$ cat src/rtl/stack_pkg.sv
package stack_pkg;

    typedef enum logic [2:0] {
        OP_NONE,
        OP_CALL,
        OP_RET,
        OP_PUSH,
        OP_POP
    } stk_op_e;

    typedef enum logic [1:0] {
        ST_IDLE,
        ST_CALL_HI,
        ST_RET_LO
    } stk_st_e;

    typedef struct packed {
        logic call;
        logic ret;
        logic push;
        logic pop;
    } stk_req_t;

    // Fixed priority: call, return, push, pop.
    function automatic stk_op_e pick_op(input stk_req_t r);
        if (r.call)      return OP_CALL;
        else if (r.ret)  return OP_RET;
        else if (r.push) return OP_PUSH;
        else if (r.pop)  return OP_POP;
        else             return OP_NONE;
    endfunction

endpackage

$ cat src/rtl/stack_arbiter.sv
module stack_arbiter
    import stack_pkg::*;
(
    input  stk_req_t req,
    input  logic     busy,
    output stk_op_e  op
);
    always_comb begin
        op = busy ? OP_NONE : pick_op(req);
    end
endmodule

$ cat src/rtl/stack_sp_reg.sv
module stack_sp_reg #(
    parameter int unsigned AW = 8,
    parameter logic [AW-1:0] SP_RESET = 8'h07
) (
    input  logic          clk,
    input  logic          rst,
    input  logic          inc,
    input  logic          dec,
    input  logic          load,
    input  logic [AW-1:0] load_val,
    output logic [AW-1:0] sp_q
);
    always_ff @(posedge clk) begin
        if (rst)       sp_q <= SP_RESET;
        else if (inc)  sp_q <= sp_q + AW'(1);
        else if (dec)  sp_q <= sp_q - AW'(1);
        else if (load) sp_q <= load_val;
    end
endmodule

$ cat src/rtl/stack_seq.sv
module stack_seq
    import stack_pkg::*;
#(
    parameter int unsigned DW = 8,
    parameter int unsigned AW = 8,
    localparam int unsigned PW = 2 * DW
) (
    input  logic          clk,
    input  logic          rst,
    input  stk_op_e       op,
    input  logic [AW-1:0] sp,
    input  logic [DW-1:0] push_data,
    input  logic [PW-1:0] ret_addr,
    input  logic [DW-1:0] ram_rdata,
    output logic [AW-1:0] ram_addr,
    output logic [DW-1:0] ram_wdata,
    output logic          ram_we,
    output logic          sp_inc,
    output logic          sp_dec,
    output logic          busy,
    output logic [DW-1:0] pop_data,
    output logic          pop_valid,
    output logic [PW-1:0] pc_out,
    output logic          pc_valid
);
    stk_st_e       state_q, state_d;
    logic [DW-1:0] hi_save_q;
    logic [DW-1:0] pc_hi_q;
    logic          pop_v_q, pc_v_q;
    logic [AW-1:0] sp_up;

    assign sp_up = sp + AW'(1);
    assign busy  = (state_q != ST_IDLE);

    always_comb begin
        ram_addr  = sp;
        ram_wdata = '0;
        ram_we    = 1'b0;
        sp_inc    = 1'b0;
        sp_dec    = 1'b0;
        state_d   = ST_IDLE;
        unique case (state_q)
            ST_IDLE: begin
                unique case (op)
                    OP_CALL: begin
                        ram_addr  = sp_up;
                        ram_wdata = ret_addr[DW-1:0];
                        ram_we    = 1'b1;
                        sp_inc    = 1'b1;
                        state_d   = ST_CALL_HI;
                    end
                    OP_RET: begin
                        sp_dec  = 1'b1;
                        state_d = ST_RET_LO;
                    end
                    OP_PUSH: begin
                        ram_addr  = sp_up;
                        ram_wdata = push_data;
                        ram_we    = 1'b1;
                        sp_inc    = 1'b1;
                    end
                    OP_POP: begin
                        sp_dec = 1'b1;
                    end
                    default: ;
                endcase
            end
            ST_CALL_HI: begin
                ram_addr  = sp_up;
                ram_wdata = hi_save_q;
                ram_we    = 1'b1;
                sp_inc    = 1'b1;
            end
            ST_RET_LO: begin
                sp_dec = 1'b1;
            end
            default: ;
        endcase
    end

    always_ff @(posedge clk) begin
        if (rst) begin
            state_q   <= ST_IDLE;
            hi_save_q <= '0;
            pc_hi_q   <= '0;
            pop_v_q   <= 1'b0;
            pc_v_q    <= 1'b0;
        end else begin
            state_q <= state_d;
            pop_v_q <= (state_q == ST_IDLE) && (op == OP_POP);
            pc_v_q  <= (state_q == ST_RET_LO);
            if ((state_q == ST_IDLE) && (op == OP_CALL))
                hi_save_q <= ret_addr[PW-1:DW];
            if (state_q == ST_RET_LO)
                pc_hi_q <= ram_rdata;
        end
    end

    assign pop_valid = pop_v_q;
    assign pop_data  = ram_rdata;
    assign pc_valid  = pc_v_q;
    assign pc_out    = {pc_hi_q, ram_rdata};
endmodule

$ cat src/rtl/stack_unit.sv
module stack_unit
    import stack_pkg::*;
#(
    parameter int unsigned DW = 8,
    parameter int unsigned AW = 8,
    parameter logic [AW-1:0] SP_RESET = 8'h07,
    localparam int unsigned PW = 2 * DW
) (
    input  logic          clk,
    input  logic          rst,
    input  logic          push_req,
    input  logic          pop_req,
    input  logic          call_req,
    input  logic          ret_req,
    input  logic [DW-1:0] push_data,
    input  logic [PW-1:0] ret_addr,
    input  logic          sp_wr_en,
    input  logic [AW-1:0] sp_wr_data,
    output logic [AW-1:0] ram_addr,
    output logic [DW-1:0] ram_wdata,
    output logic          ram_we,
    input  logic [DW-1:0] ram_rdata,
    output logic [AW-1:0] sp,
    output logic          busy,
    output logic [DW-1:0] pop_data,
    output logic          pop_valid,
    output logic [PW-1:0] pc_out,
    output logic          pc_valid
);
    stk_req_t req;
    stk_op_e  op;
    logic     sp_inc, sp_dec, sp_load;

    assign req = '{call: call_req, ret: ret_req, push: push_req, pop: pop_req};

    stack_arbiter u_arb (
        .req  (req),
        .busy (busy),
        .op   (op)
    );

    // pointer write only when idle and no stack request was taken
    assign sp_load = sp_wr_en && !busy && (op == OP_NONE);

    stack_sp_reg #(.AW(AW), .SP_RESET(SP_RESET)) u_sp (
        .clk      (clk),
        .rst      (rst),
        .inc      (sp_inc),
        .dec      (sp_dec),
        .load     (sp_load),
        .load_val (sp_wr_data),
        .sp_q     (sp)
    );

    stack_seq #(.DW(DW), .AW(AW)) u_seq (
        .clk       (clk),
        .rst       (rst),
        .op        (op),
        .sp        (sp),
        .push_data (push_data),
        .ret_addr  (ret_addr),
        .ram_rdata (ram_rdata),
        .ram_addr  (ram_addr),
        .ram_wdata (ram_wdata),
        .ram_we    (ram_we),
        .sp_inc    (sp_inc),
        .sp_dec    (sp_dec),
        .busy      (busy),
        .pop_data  (pop_data),
        .pop_valid (pop_valid),
        .pc_out    (pc_out),
        .pc_valid  (pc_valid)
    );
endmodule

$ cat config.mk
export PLATFORM = sky130hd
export DESIGN_NAME = stack_unit
export DESIGN_NICKNAME = d
export VERILOG_FILES = /design/src/rtl/stack_pkg.sv /design/src/rtl/stack_arbiter.sv /design/src/rtl/stack_sp_reg.sv /design/src/rtl/stack_seq.sv /design/src/rtl/stack_unit.sv
export SDC_FILE = /design/constraint.sdc
export NUM_CORES = 1
export LEC_CHECK = 0
export BUFFER_PORTS_ARGS = -buffer_cell sky130_fd_sc_hd__buf_2
export CORE_MARGIN = 2
export CORE_UTILIZATION = 50
export CTS_BUF_LIST = sky130_fd_sc_hd__clkbuf_8
export DETAILED_ROUTE_END_ITERATION = 16
export PLACE_DENSITY = 0.92
export SYNTH_ARGS = -nofsm -noshare
export SYNTH_HDL_FRONTEND = slang
export SYNTH_SLANG_ARGS = --single-unit
$ cat constraint.sdc
create_clock -name clk -period 2.6 [get_ports clk]
set_clock_uncertainty 0.2 [all_clocks]
set_input_delay 0.13 -clock clk [delete_from_list [all_inputs] [get_ports clk]]
set_output_delay 0.13 -clock clk [all_outputs]
set_load 0.02 [all_outputs]
# Word level (Yosys, flattened, before mapping)
# Cells that the tools add are included.
# Widths: inputs -> output; s select.
# op_classes
add_sub_neg,2
n_eq_ne,6
n_mux,17
bitwise_logic,1
reduce_logical,12
# op_table
operator,count
$pmux 8 s2,3
$mux 8,4
$mux 3,5
$add 8x1->8 const B,1
$sub 8x1->8 const B,1
$eq 3x2->1 const B,2
$reduce_or 2->1,3
$logic_and 1x1->1,4
$pmux 1 s2,2
$pmux 2 s2,1
$eq 3x1->1 const B,1
$eq 3x3->1 const B,1
$logic_not 3->1,1
$reduce_bool 3->1,1
$eq 2x1->1 const B,1
$eq 2x2->1 const B,1
$logic_not 2->1,1
$mux 1,2
$reduce_bool 2->1,1
$logic_not 1->1,1
$not 1->1,1
# totals
ff_bits,28
in_bits,47

# Logic depth before layout (Yosys ltp)
# Gate-level depths: netlist of run 1.
# depth
depth_word,11
mapped_depth,8

# Hierarchy
# A second synthesis of run 1 with hierarchy kept.
# hier_totals
hier_cells,263
hier_area_um2,2030.7
# modules_own_cells
module,n_inst,cells_each,area_per_inst_um2
stack_seq,1,157,1249.9
stack_sp_reg,1,97,734.5
stack_arbiter,1,7,33.8
stack_unit,1,2,12.5

# Worst setup path after synthesis of run 1
# Ideal clock, no wire load.
# synth_path
path_type,flip-flop to output port
from,register u_sp.sp_q[2]
to,output ram_addr[6]
t_arrival_ns,1.682
required_ns,2.270
path_slack_ns,0.588
stages_incl_launch_ff,6
path_buffers,1
cell_sequence,dfxtp_1 -> clkbuf_1 -> and3_1 -> and3_1 -> nand2_1 -> xnor2_1
# synth_between
elab_chain_cells,3
# synth_rtl
item,line,text
start: declaration,stack_sp_reg.sv:11,output logic [AW-1:0] sp_q
start signal: assignment,stack_sp_reg.sv:15,else if (inc) sp_q <= sp_q + AW'(1);
start signal: assignment,stack_sp_reg.sv:16,else if (dec) sp_q <= sp_q - AW'(1);
start signal: assignment,stack_sp_reg.sv:17,else if (load) sp_q <= load_val;
$add 8x1->8 (*),stack_seq.sv:32,assign sp_up = sp + AW'(1);
$mux 8,stack_seq.sv:44,unique case (op)
$pmux 8 s2 (*),stack_seq.sv:42,unique case (state_q)
end: declaration,stack_unit.sv:19,"output logic [AW-1:0] ram_addr,"
# Every way passes the cells marked *; elsewhere a longest branch is shown, timed or not.

# Worst setup path in the final report of run 1
# layout_path
from,input ret_req
to,output ram_addr[2]
# layout_between
elab_chain_cells,7
elab_cells_between_ends,8
# layout_rtl
item,line,text
start: declaration,stack_unit.sv:14,"input logic ret_req,"
$mux 3 (*),stack_pkg.sv:27,else if (r.ret) return OP_RET;
$mux 3 (*),stack_pkg.sv:26,if (r.call) return OP_CALL;
$mux 3 (*),stack_arbiter.sv:9,op = busy ? OP_NONE : pick_op(req);
$eq 3x2->1 or $eq 3x1->1 (tied branches),stack_seq.sv:44,
$reduce_or 2->1 (no line) (*),n/a,
$mux 8 (*),stack_seq.sv:44,
$pmux 8 s2 (*),stack_seq.sv:42,
# Marks and branches as above.

==> metrics.md, run 1 <==
| Metric | Value |
|---|---|
| Total routing resource utilization after global routing | 24.6% |
| Vias per Instance | 5.42 |
| Post-synthesis register bit count | 28 |
| Final weighted congestion of routability-driven global placement | 0.879 |
| Detailed-router iteration count before antenna repair | 4 |
| Endpoint of the worst register-to-register path | u_sp.sp_q[6] |
| Unique masters post-synth | 48 |
| Initial Utilization | 51.7% |
| Sort of element at the end of the critical path | output pin |
| Boundary pin count | 99 |
| Worst-case clock buffer depth | 2 |
| Std-Cell Rows | 22 |
| Drt wl/cell | 13.7 um |
| Initial antenna violation count | 0 |
| Max Cap Violations | 0 |
| Final #Nets | 387 |
| Post-route DRC violation count | 0 |
| Detailed placer's ending HPWL | 3510 um |
| Wire length of the first global-routing pass | 8300 um |
| Clock input transition at the sequential cells of the worst setup and hold paths | 100 ps |
| Switching power | 0.451 mW |
| Die Wd | 65.3 um |
| Setup Total Neg Slack | 0 ps |
| Portion of the post-synthesis area used by sequential elements | 29.9% |
| Syn_nets | 295 |
| Area of the mapped netlist | 1880 sq um |
| Category of the worst setup path launch point | primary input |
| Root Buffer Master | sky130_fd_sc_hd__clkbuf_8 |
| # port buffers | 98 |
| Clock tree from TritonCTS | done |
| Total length of routed wires | 5260 um |
| WP data arrival | 2050 ps |
| TritonCTS buffer count | 3 |
| Comb power frac | 37.9% |
| Sequential cell fraction of total power | 42.7% |
| Cell area power density | 485 nW/um^2 |
| Register-to-Register Path Depth | 6 |
| Max Transition Viols Final | 0 |
| Category of the most critical setup path | in2out |
| Worst-Skew Late Latency | 270 ps |
| Core ar. | 3630 sq um |
| RSZ-0062 raised after global routing | no |
| Maximum net fanout on the critical path | 12 |
| Portion of total power attributed to the clock network | 19.4% |
| Height of the chip | 65.3 um |
| Static Leak | 1.19 nW |
| Number of fillers in the final layout | 284 |
| Count of routing violations after the opening detailed-route iteration | 145 |
| Post-CTS Setup Bufs | 0 |
| Portion of the clock cycle consumed by the worst path in the final layout | 91.4% |
| Per-instance average area after synthesis | 7.63 sq um |
| Number of antenna cells inserted | 0 |
| Data required, critical path | 2270 ps |
| Largest net degree at the start of global routing | 31 |
| Reg2reg setup slack | 380 ps |
| PnR Total Power | 1.20 mW |
| Worst voltage drop across the vdd grid | 0.000272 V |
| Internal Power | 0.754 mW |
| DRT antenna net count | 0 |
| Hold Crit Class | in2reg |
| Worst relative slew slack | 61.2% |
| H-tree depth | 1 |
| Run status | complete, no violations |
| Capture point of the critical path | ram_addr[2] |
| GRT Residual Overflow | 0 |
| Shortest clock period the worst path allows after layout | 2380 ps |
| Final-report setup violation count | 0 |
| Layout cells sized above 1 | 35.7% |
| Total count of hold-check failures in the final report | 0 |
| Origin of the worst setup path | ret_req |
| Reg-to-Reg Start | u_seq.state_q[0] |
| Post-route core utilization | 68.3% |
| Area added between synthesis and finish | 32.3% |
| Via count of the first global-routing pass | 1890 |
| Number of warning messages in the yosys log | 0 |
| Overall via count from detail_route | 2082 |
| Area of the die | 4260 sq um |
| Tightest Pin Transition | 580 ps |
| TritonCTS Sinks | 28 |
| Switching share of power | 37.4% |
| Gate Count Post-Synth | 246 |
| Peak clock frequency supported by timing | 0.421 GHz |
critical path, stage by stage:
cell and delay [ps]:
sky130_fd_sc_hd__dlygate4sd3_1 540, sky130_fd_sc_hd__buf_2 190, sky130_fd_sc_hd__nand2b_1 170, sky130_fd_sc_hd__a21o_1 380, sky130_fd_sc_hd__inv_2 180, sky130_fd_sc_hd__nand2_1 140
sky130_fd_sc_hd__xnor2_1 130, sky130_fd_sc_hd__buf_2 180
through the flow:
step	hold WS [ps]	setup slack [ps]	cell area, sq um	cells
2_1_floorplan	51.7	588	1880	246
6_report	22.2	224	2480	384
3_5_place_dp	184	444	2240	361
3_3_place_gp	175	546	2240	361
4_1_cts	22.3	181	2480	384
5_1_grt	50.3	75.4	2480	384
worst min-delay path by stage:
stage / slack [ps] / to / from / cells past startpoint
finish: 20 / u_sp.sp_q[7] / sp_wr_data[7] / 3
global placement: 180 / u_seq.hi_save_q[7] / ret_addr[15] / 3
CTS: 20 / u_sp.sp_q[7] / sp_wr_data[7] / 3
global route: 50 / u_sp.sp_q[7] / sp_wr_data[7] / 3
detailed placement: 180 / u_seq.hi_save_q[2] / ret_addr[10] / 3
floorplan: 50 / u_seq.state_q[1] / ret_req / 1
power by group through the flow:
stage | combinational (mW) | clock (mW) | sequential (mW)
final | 0.456 | 0.233 | 0.515
after global routing | 0.495 | 0.256 | 0.520
after CTS | 0.454 | 0.239 | 0.512
after detailed placement | 0.428 | 0 | 0.522
after global placement | 0.420 | 0 | 0.522
after floorplan | 0.313 | 0 | 0.515
synthesized netlist by cell type (all sizes together):
cell type | number | share of area [%]
a211o | 2 | 0.93
nor3 | 3 | 0.80
ha | 2 | 1.3
o32ai | 1 | 0.47
dfxtp | 28 | 30
nand2b | 4 | 1.3
nand2 | 46 | 9.2
a21oi | 25 | 7.1
inv | 16 | 3.2
a222oi | 8 | 4.3
mux2 | 1 | 0.60
nand3b | 1 | 0.40
a21o | 1 | 0.40
nor4 | 4 | 2.0
nor3b | 3 | 1.2
o22ai | 1 | 0.67
xor2 | 3 | 1.4
a221oi | 1 | 0.47
mux2i | 1 | 0.53
nor2b | 1 | 0.33
o41a | 1 | 1.1
nand4 | 1 | 0.33
o311ai | 2 | 0.93
clkbuf | 8 | 1.6
a311o | 1 | 0.53
o211ai | 3 | 1.5
buf | 25 | 9.1
and3 | 4 | 1.3
and2 | 2 | 0.67
o21ai | 9 | 2.8
xnor2 | 10 | 4.7
or4 | 2 | 1.2
or3 | 2 | 0.93
a2111o | 1 | 0.60
nand3 | 5 | 1.3
o41ai | 1 | 1.5
nor2 | 17 | 3.4
sequential cells by signal, summed over array words and instances (netlist names):
| name | count |
|---|---|
| u_seq.pc_hi_q | 8 |
| u_seq.pop_valid | 1 |
| u_sp.sp_q | 8 |
| u_seq.pc_valid | 1 |
| u_seq.hi_save_q | 8 |
| u_seq.state_q | 2 |
cells in the final DEF (no fill, tap or decap), drive strengths merged, types with 2 or more instances in the layout:
cell type / Yosys / final
buf: 25 / 100
nand2: 46 / 46
dfxtp: 28 / 28
a21oi: 25 / 25
dlygate4sd3: 0 / 20
nor2: 17 / 17
inv: 16 / 16
xnor2: 10 / 10
o21ai: 9 / 9
a222oi: 8 / 8
nand3: 5 / 5
nand2b: 4 / 4
and3: 4 / 4
nor4: 4 / 4
xor2: 3 / 3
nor3b: 3 / 3
nor3: 3 / 3
clkbuf: 8 / 3
o211ai: 3 / 3
and2: 2 / 2
or4: 2 / 2
a211o: 2 / 2
o311ai: 2 / 2
ha: 2 / 2
or3: 2 / 2
logic make-up after synthesis:
family,Yosys count,synth area share [%]
simple gates,95,24.5
compound gates,57,23.2
buf+inv,49,13.9
flops,28,29.9
xor+xnor,13,6.07
mux,2,1.13
fa+ha+maj,2,1.33
layer usage:
layer	routed length, um	vias up	global-route usage [%]
li1	-	1018	-
met2	2650	109	45.3
met4	92	0	9.38
met1	2140	945	28.3
met5	0	-	0
met3	381	10	3.77
final cells by class:
cell class / count / area [sq um] / share of cell area [%]
clock buffer: 3 / 41.3 / 1.66
tap: 48 / 60.1 / 2.42
timing repair buffer: 120 / 706 / 28.4
multi-input combinational: 169 / 1050 / 42.5
inverter: 16 / 60.1 / 2.42
sequential: 28 / 561 / 22.6
what timing repair did:
item | CTS | global route
gates resized for setup | 0 | 1
setup endpoints to repair | 0 | 4
hold endpoints to repair | 20 | 0
hold buffers | 20 | 0
Note: power is estimated with default switching activity, not from simulation.
==> run 2: changes to the inputs <==
Settings changed: SETUP_SLACK_MARGIN set to 0.4.
==> metrics.md, run 2 (synthesis results as in run 1) <==
| Metric | Value |
|---|---|
| Run status | complete, no violations |
| Tightest Pin Transition | 581 ps (+1.02 ps) |
| Maximum cell stage delay along the critical path | 470 ps (-70 ps) |
| Worst-Skew Late Latency | 270 ps (about the same) |
| TritonCTS Sinks | 28 (unchanged) |
| Clock tree from TritonCTS | done |
| Worst voltage drop across the vdd grid | 0.000267 V (-2.0%) |
| Cell with the largest stage delay on the worst path | sky130_fd_sc_hd__dfxtp_2 |
| Shortest clock period the worst path allows after layout | 2090 ps (-282 ps) |
| Number of fillers in the final layout | 280 (-1.4%) |
| Static Leak | 1.21 nW (+1.7%) |
| Placed Cells | 361 (unchanged) |
| Total count of hold-check failures in the final report | 0 (unchanged) |
| Final instance area | 2520 sq um (+1.4%) |
| Final-report setup violation count | 0 (unchanged) |
| Category of the most critical setup path | reg2out |
| Height of the chip | 65.3 um (unchanged) |
| Max Transition Viols Final | 0 (unchanged) |
| Max Cap Violations | 0 (unchanged) |
| Post-route core utilization | 69.2% (+0.93 points) |
| Setup Total Neg Slack | 0 ps (unchanged) |
| Maximum net fanout on the critical path | 16 (+4) |
| GRT Residual Overflow | 0 (unchanged) |
| Largest registers | u_seq.hi_save_q x8, u_seq.pc_hi_q x8, u_sp.sp_q x8 |
| Clock input transition at the sequential cells of the worst setup and hold paths | 100 ps (about the same) |
| RSZ-0062 raised after global routing | yes |
| Root Buffer Master | sky130_fd_sc_hd__clkbuf_8 |
| Number of antenna cells inserted | 0 (unchanged) |
| Final weighted congestion of routability-driven global placement | 0.879 (unchanged) |
| Area occupied by multi-input gates | 1060 sq um (+0.24%) |
| Initial antenna violation count | 0 (unchanged) |
| Worst-case clock buffer depth | 2 (unchanged) |
| Count of routing violations after the opening detailed-route iteration | 158 (+9.0%) |
| Wire length of the first global-routing pass | 8300 um (unchanged) |
| Final #Nets | 389 (+0.52%) |
| Detailed-router iteration count before antenna repair | 4 (unchanged) |
| Drt wl/cell | 13.8 um (+0.39%) |
| Boundary pin count | 99 (unchanged) |
| Area added between synthesis and finish | 34.1% |
| Std-Cell Rows | 22 (unchanged) |
| Worst slack on hold paths | 29.5 ps (+7.27 ps) |
| Overall via count from detail_route | 2067 (-0.72%) |
| Hold Crit Class | in2reg |
| Most frequent cells in the layout | sky130_fd_sc_hd__buf_2 (98), sky130_fd_sc_hd__nand2_1 (46), sky130_fd_sc_hd__a21oi_1 (23), sky130_fd_sc_hd__dfxtp_1 (23), sky130_fd_sc_hd__dlygate4sd3_1 (19) |
| Post-detailed-placement cell area | 2240 sq um (unchanged) |
| Sort of element at the end of the critical path | output pin |
| Initial Utilization | 51.7% (unchanged) |
| TritonCTS buffer count | 3 (unchanged) |
| Most common cell after layout, fill and taps aside | sky130_fd_sc_hd__buf_2 |
| Die Wd | 65.3 um (unchanged) |
| Area of the die | 4260 sq um (unchanged) |
| Total length of routed wires | 5310 um (+0.91%) |
| Cells along the critical path | nor2_1 -> and2_2 -> a222oi_1 -> inv_1 -> buf_2 |
| Portion of the clock cycle consumed by the worst path in the final layout | 80.6% (-11 points) |
| WP data arrival | 1760 ps (-290 ps) |
| Data required, critical path | 2270 ps (about the same) |
| Via count of the first global-routing pass | 1895 (+0.26%) |
| Peak clock frequency supported by timing | 0.477 GHz (+13%) |
| Largest net degree at the start of global routing | 31 (unchanged) |
| Post-route DRC violation count | 0 (unchanged) |
| Number of non-filler instances in the completed layout | 386 (+0.52%) |
| Detailed placer's ending HPWL | 3510 um (unchanged) |
| Cell area power density | 481 nW/um^2 (-0.94%) |
| Category of the worst setup path launch point | register |
| DRT antenna net count | 0 (unchanged) |
| Layout cells sized above 1 | 38.2% (+2.5 points) |
| Sequential standard cell area | 572 sq um (+2.0%) |
| Vias per Instance | 5.35 (-1.2%) |
| Core ar. | 3630 sq um (unchanged) |
| H-tree depth | 1 (unchanged) |
| Total routing resource utilization after global routing | 24.6% (unchanged) |
| # port buffers | 98 (unchanged) |
| Worst relative slew slack | 61.2% (-0.068 points) |
==> run 2: changes by cell type in the layout (fill, tap and decap cells not counted), moves of 2 or more <==
cell | before | now
sky130_fd_sc_hd__dfxtp_1 | 28 | 23
sky130_fd_sc_hd__buf_4 | 2 | 4
sky130_fd_sc_hd__dfxtp_4 | 0 | 2
sky130_fd_sc_hd__dfxtp_2 | 0 | 3
==> run 2: routing by layer <==
metal	vias up	part of all wire, %	wire length, um	GRT usage (%)
li1	1021	-	-	-
met3	12	6.8	359	3.94
met5	-	0	0	0
met4	0	1.9	103	9.38
met2	100	51	2700	45.4
met1	934	40	2150	28.1
==> run 2: worst paths after layout <==
| path | depth (start not counted) | endpoint | slack [ps] | from |
|---|---|---|---|---|
| worst min register to register | 2 | u_seq.pc_hi_q[3] | 260 | u_seq.pc_hi_q[3] |
| worst max register to register | 5 | u_sp.sp_q[6] | 510 | u_seq.state_q[1] |
| worst min-delay path | 3 | u_sp.sp_q[7] | 30 | sp_wr_data[7] |
| worst max-delay path | 5 | ram_wdata[4] | 510 | u_seq.state_q[1] |
==> run 2: report_power, final <==
group,switching [mW],total [mW],internal [mW]
Sequential,0.0559,0.516,0.460
Clock,0.128,0.232,0.104
Combinational,0.266,0.461,0.194
==> run 2: cell type report <==
| cell class | instances | area share [%] |
|---|---|---|
| Multi-Input combinational cell | 169 | 42.0 |
| Timing Repair Buffer | 122 | 28.7 |
| Sequential cell | 28 | 22.7 |
| Inverter | 16 | 2.49 |
| Tap cell | 48 | 2.39 |
| Clock buffer | 3 | 1.64 |
==> run 2: per-stage QoR <==
stage | setup WS, ps | power (mW)
after floorplan | 588 | 0.828
after global placement | 546 | 0.942
after detailed placement | 444 | 0.950
after CTS | 430 | 1.21
after global routing | 399 | 1.28
final | 506 | 1.21
==> run 2: what timing repair did <==
| action | in CTS | in global routing |
|---|---|---|
| setup endpoints to repair | 13 | 16 |
| buffers inserted | 0 | 2 |
| resized for setup | 5 | 7 |
| pin swaps | 0 | 4 |
| hold buffers | 20 | 0 |
| hold endpoints to repair | 20 | 0 |
==> run 2: worst max-delay path: cells and delay by family (launching register included) <==
kind                   cells  cell delay [ps]
buffers and inverters      2              220
AO/OA/AOI/OAI              1              360
flip-flops                 1              470
AND/OR/NAND/NOR            2              430
==> run 3: changes to the inputs <==
Settings changed: CORE_UTILIZATION 50 to 47, PLACE_DENSITY 0.92 to 0.87.
Clock period 2.6 ns to 2.1 ns, I/O delays scaled along.
==> metrics.md, run 3 (synthesis results as in run 1) <==
| Metric | Value |
|---|---|
| Shortest clock period the worst path allows after layout | 1970 ps |
| Sequential standard cell area | 584 sq um (+2.2%) |
| Worst voltage drop across the vdd grid | 0.000317 V (+19%) |
| Drt wl/cell | 16.0 um (+17%) |
| Die Wd | 67.2 um (+2.9%) |
| Wire length of the first global-routing pass | 9150 um (+10%) |
| Category of the most critical setup path | reg2reg |
| Tightest Pin Transition | 585 ps (+3.77 ps) |
| Setup Total Neg Slack | 0 ps (unchanged) |
| TritonCTS buffer count | 3 (unchanged) |
| DRT antenna net count | 0 (unchanged) |
| Final #Nets | 421 (+8.2%) |
| Std-Cell Rows | 22 (unchanged) |
| Initial antenna violation count | 0 (unchanged) |
| Worst-case clock buffer depth | 2 (unchanged) |
| Final-report setup violation count | 0 (unchanged) |
| Hold_sp | sp_wr_data[0] |
| Peak clock frequency supported by timing | 0.507 GHz |
| Root Buffer Master | sky130_fd_sc_hd__clkbuf_8 |
| RSZ-0062 raised after global routing | yes |
| Area occupied by multi-input gates | 1250 sq um (+18%) |
| Static Leak | 1.46 nW (+20%) |
| Maximum net fanout on the critical path | 7 (-9) |
| Total count of hold-check failures in the final report | 0 (unchanged) |
| Layout cells sized above 1 | 50.7% (+13 points) |
| Reg2reg setup slack | 130 ps (-380 ps) |
| Hold Crit Class | in2reg |
| Worst-Skew Late Latency | 270 ps (about the same) |
| Post-route DRC violation count | 0 (unchanged) |
| Cell area power density | 611 nW/um^2 (+27%) |
| Worst hold path cell count | 4 (+1) |
| Core ar. | 3740 sq um (+3.0%) |
| Register-to-Register Path Depth | 5 (unchanged) |
| WP data arrival | 1960 ps (+200 ps) |
| Portion of the clock cycle consumed by the worst path in the final layout | 94.0% |
| Final weighted congestion of routability-driven global placement | 0.885 (+0.71%) |
| Clock tree from TritonCTS | done |
| Largest registers | u_seq.hi_save_q x8, u_seq.pc_hi_q x8, u_sp.sp_q x8 |
| Most frequent cells in the layout | sky130_fd_sc_hd__buf_2 (81), sky130_fd_sc_hd__nand2_1 (41), sky130_fd_sc_hd__buf_4 (33) |
| # port buffers | 98 (unchanged) |
| Max Cap Violations | 0 (unchanged) |
| Data required, critical path | 2090 ps (-180 ps) |
| End point of the worst hold path | u_sp.sp_q[0] |
| Category of the worst setup path launch point | register |
| Area of the die | 4510 sq um (+6.0%) |
| Initial Utilization | 50.1% (-1.5 points) |
| TritonCTS Sinks | 28 (unchanged) |
| H-tree depth | 1 (unchanged) |
| Area added between synthesis and finish | 66.3% |
| Placement Setup Slack | 95.7 ps (-348 ps) |
| Vias per Instance | 5.57 (+4.0%) |
| Sort of element at the end of the critical path | register |
| Reg-to-Reg Start | u_seq.state_q[1] |
| Detailed-router iteration count before antenna repair | 5 (+1) |
| Total routing resource utilization after global routing | 26.2% (+1.6 points) |
| Most common cell after layout, fill and taps aside | sky130_fd_sc_hd__buf_2 |
| Via count of the first global-routing pass | 2034 (+7.3%) |
| Largest net degree at the start of global routing | 31 (unchanged) |
| Detailed placer's ending HPWL | 3680 um (+4.8%) |
| Number of fillers in the final layout | 217 (-23%) |
| Count of routing violations after the opening detailed-route iteration | 129 (-18%) |
| GRT Residual Overflow | 0 (unchanged) |
| Overall via count from detail_route | 2334 (+13%) |
| Endpoint of the worst register-to-register path | u_sp.sp_q[6] |
| Minimum setup slack in the final design | 126 ps (-379 ps) |
| Max Transition Viols Final | 0 (unchanged) |
| Number of antenna cells inserted | 0 (unchanged) |
| Boundary pin count | 99 (unchanged) |
| Total length of routed wires | 6720 um (+27%) |
| Run status | complete, no violations |
| Origin of the worst setup path | u_seq.state_q[1] |
| Clock input transition at the sequential cells of the worst setup and hold paths | 100 ps (about the same) |
| Worst relative slew slack | 61.0% (-0.17 points) |
| Height of the chip | 67.2 um (+2.9%) |
[run 3: cell types whose count changed in the layout (fill, tap and decap cells not counted), moves of 4 or more]
| cell | change |
|---|---|
| sky130_fd_sc_hd__buf_6 | +17 |
| sky130_fd_sc_hd__buf_2 | -17 |
| sky130_fd_sc_hd__nand2_1 | -5 |
| sky130_fd_sc_hd__dfxtp_4 | +4 |
| sky130_fd_sc_hd__xnor2_1 | -4 |
| sky130_fd_sc_hd__xnor2_2 | +4 |
| sky130_fd_sc_hd__buf_4 | +29 |
| sky130_fd_sc_hd__nor2_1 | -4 |
[run 3: final cells by class]
cell class,count,area share (%)
Multi-Input combinational cell,169,40.1
Timing Repair Buffer,154,34.9
Sequential cell,28,18.7
Inverter,16,2.00
Tap cell,48,1.92
Clock buffer,3,1.32
Clock inverter,1,0.962
[run 3: metrics by stage]
stage | hold slack (ps) | utilization (%) | cells | power (mW) | instance area, sq um
detailed placement | 156 | 62.4 | 368 | 1.22 | 2330
CTS | 9.33 | 76.6 | 408 | 1.77 | 2870
global route | 44.1 | 83.4 | 419 | 2.00 | 3120
global placement | 148 | 62.4 | 368 | 1.21 | 2330
finish | 11.6 | 83.4 | 419 | 1.91 | 3120
floorplan | 26.7 | - | 246 | 1.06 | 1950
[run 3: metal layers]
layer  share of wire [%]  vias up  track usage, %
li1                    -     1088               -
met1                  36     1108            29.5
met2                  54      126            49.4
met3                 8.0       12            3.33
met4                 1.6        0            10.5
met5                   0        -               0
[run 3: report_power, final]
| part | switching [mW] | internal, mW | leakage [nW] | total (mW) |
|---|---|---|---|---|
| clock network | 0.171 | 0.255 | 0.0357 | 0.427 |
| registers | 0.0781 | 0.571 | 0.232 | 0.649 |
| logic | 0.423 | 0.408 | 1.19 | 0.830 |
| total | 0.672 | 1.23 | 1.46 | 1.91 |
[run 3: repair_timing]
item | 4_1_cts | 5_1_grt
hold buffers | 21 | 0
cloned | 1 | 0
pin swaps | 5 | 13
setup buffers | 14 | 11
hold endpoints to repair | 21 | 0
endpoints found under the setup margin | 31 | 25
resized for setup | 38 | 45
[run 3: critical path, stage by stage (launching register included)]
cell	delay [ps]
sky130_fd_sc_hd__dfxtp_4	380
sky130_fd_sc_hd__or4_4	510
sky130_fd_sc_hd__o41a_4	420
sky130_fd_sc_hd__o21ai_0	150
sky130_fd_sc_hd__nand3b_1	130
sky130_fd_sc_hd__o311ai_1	90
[run 3: how the worst max path moves through the flow]
stage                   endpoint  slack, ps  cells after the start
floorplan           u_sp.sp_q[6]        260                      6
global placement    u_sp.sp_q[6]        130                      5
detailed placement  u_sp.sp_q[6]        100                      5
CTS                  ram_addr[5]        170                      6
global route        u_sp.sp_q[6]         90                      5
finish              u_sp.sp_q[6]        130                      5
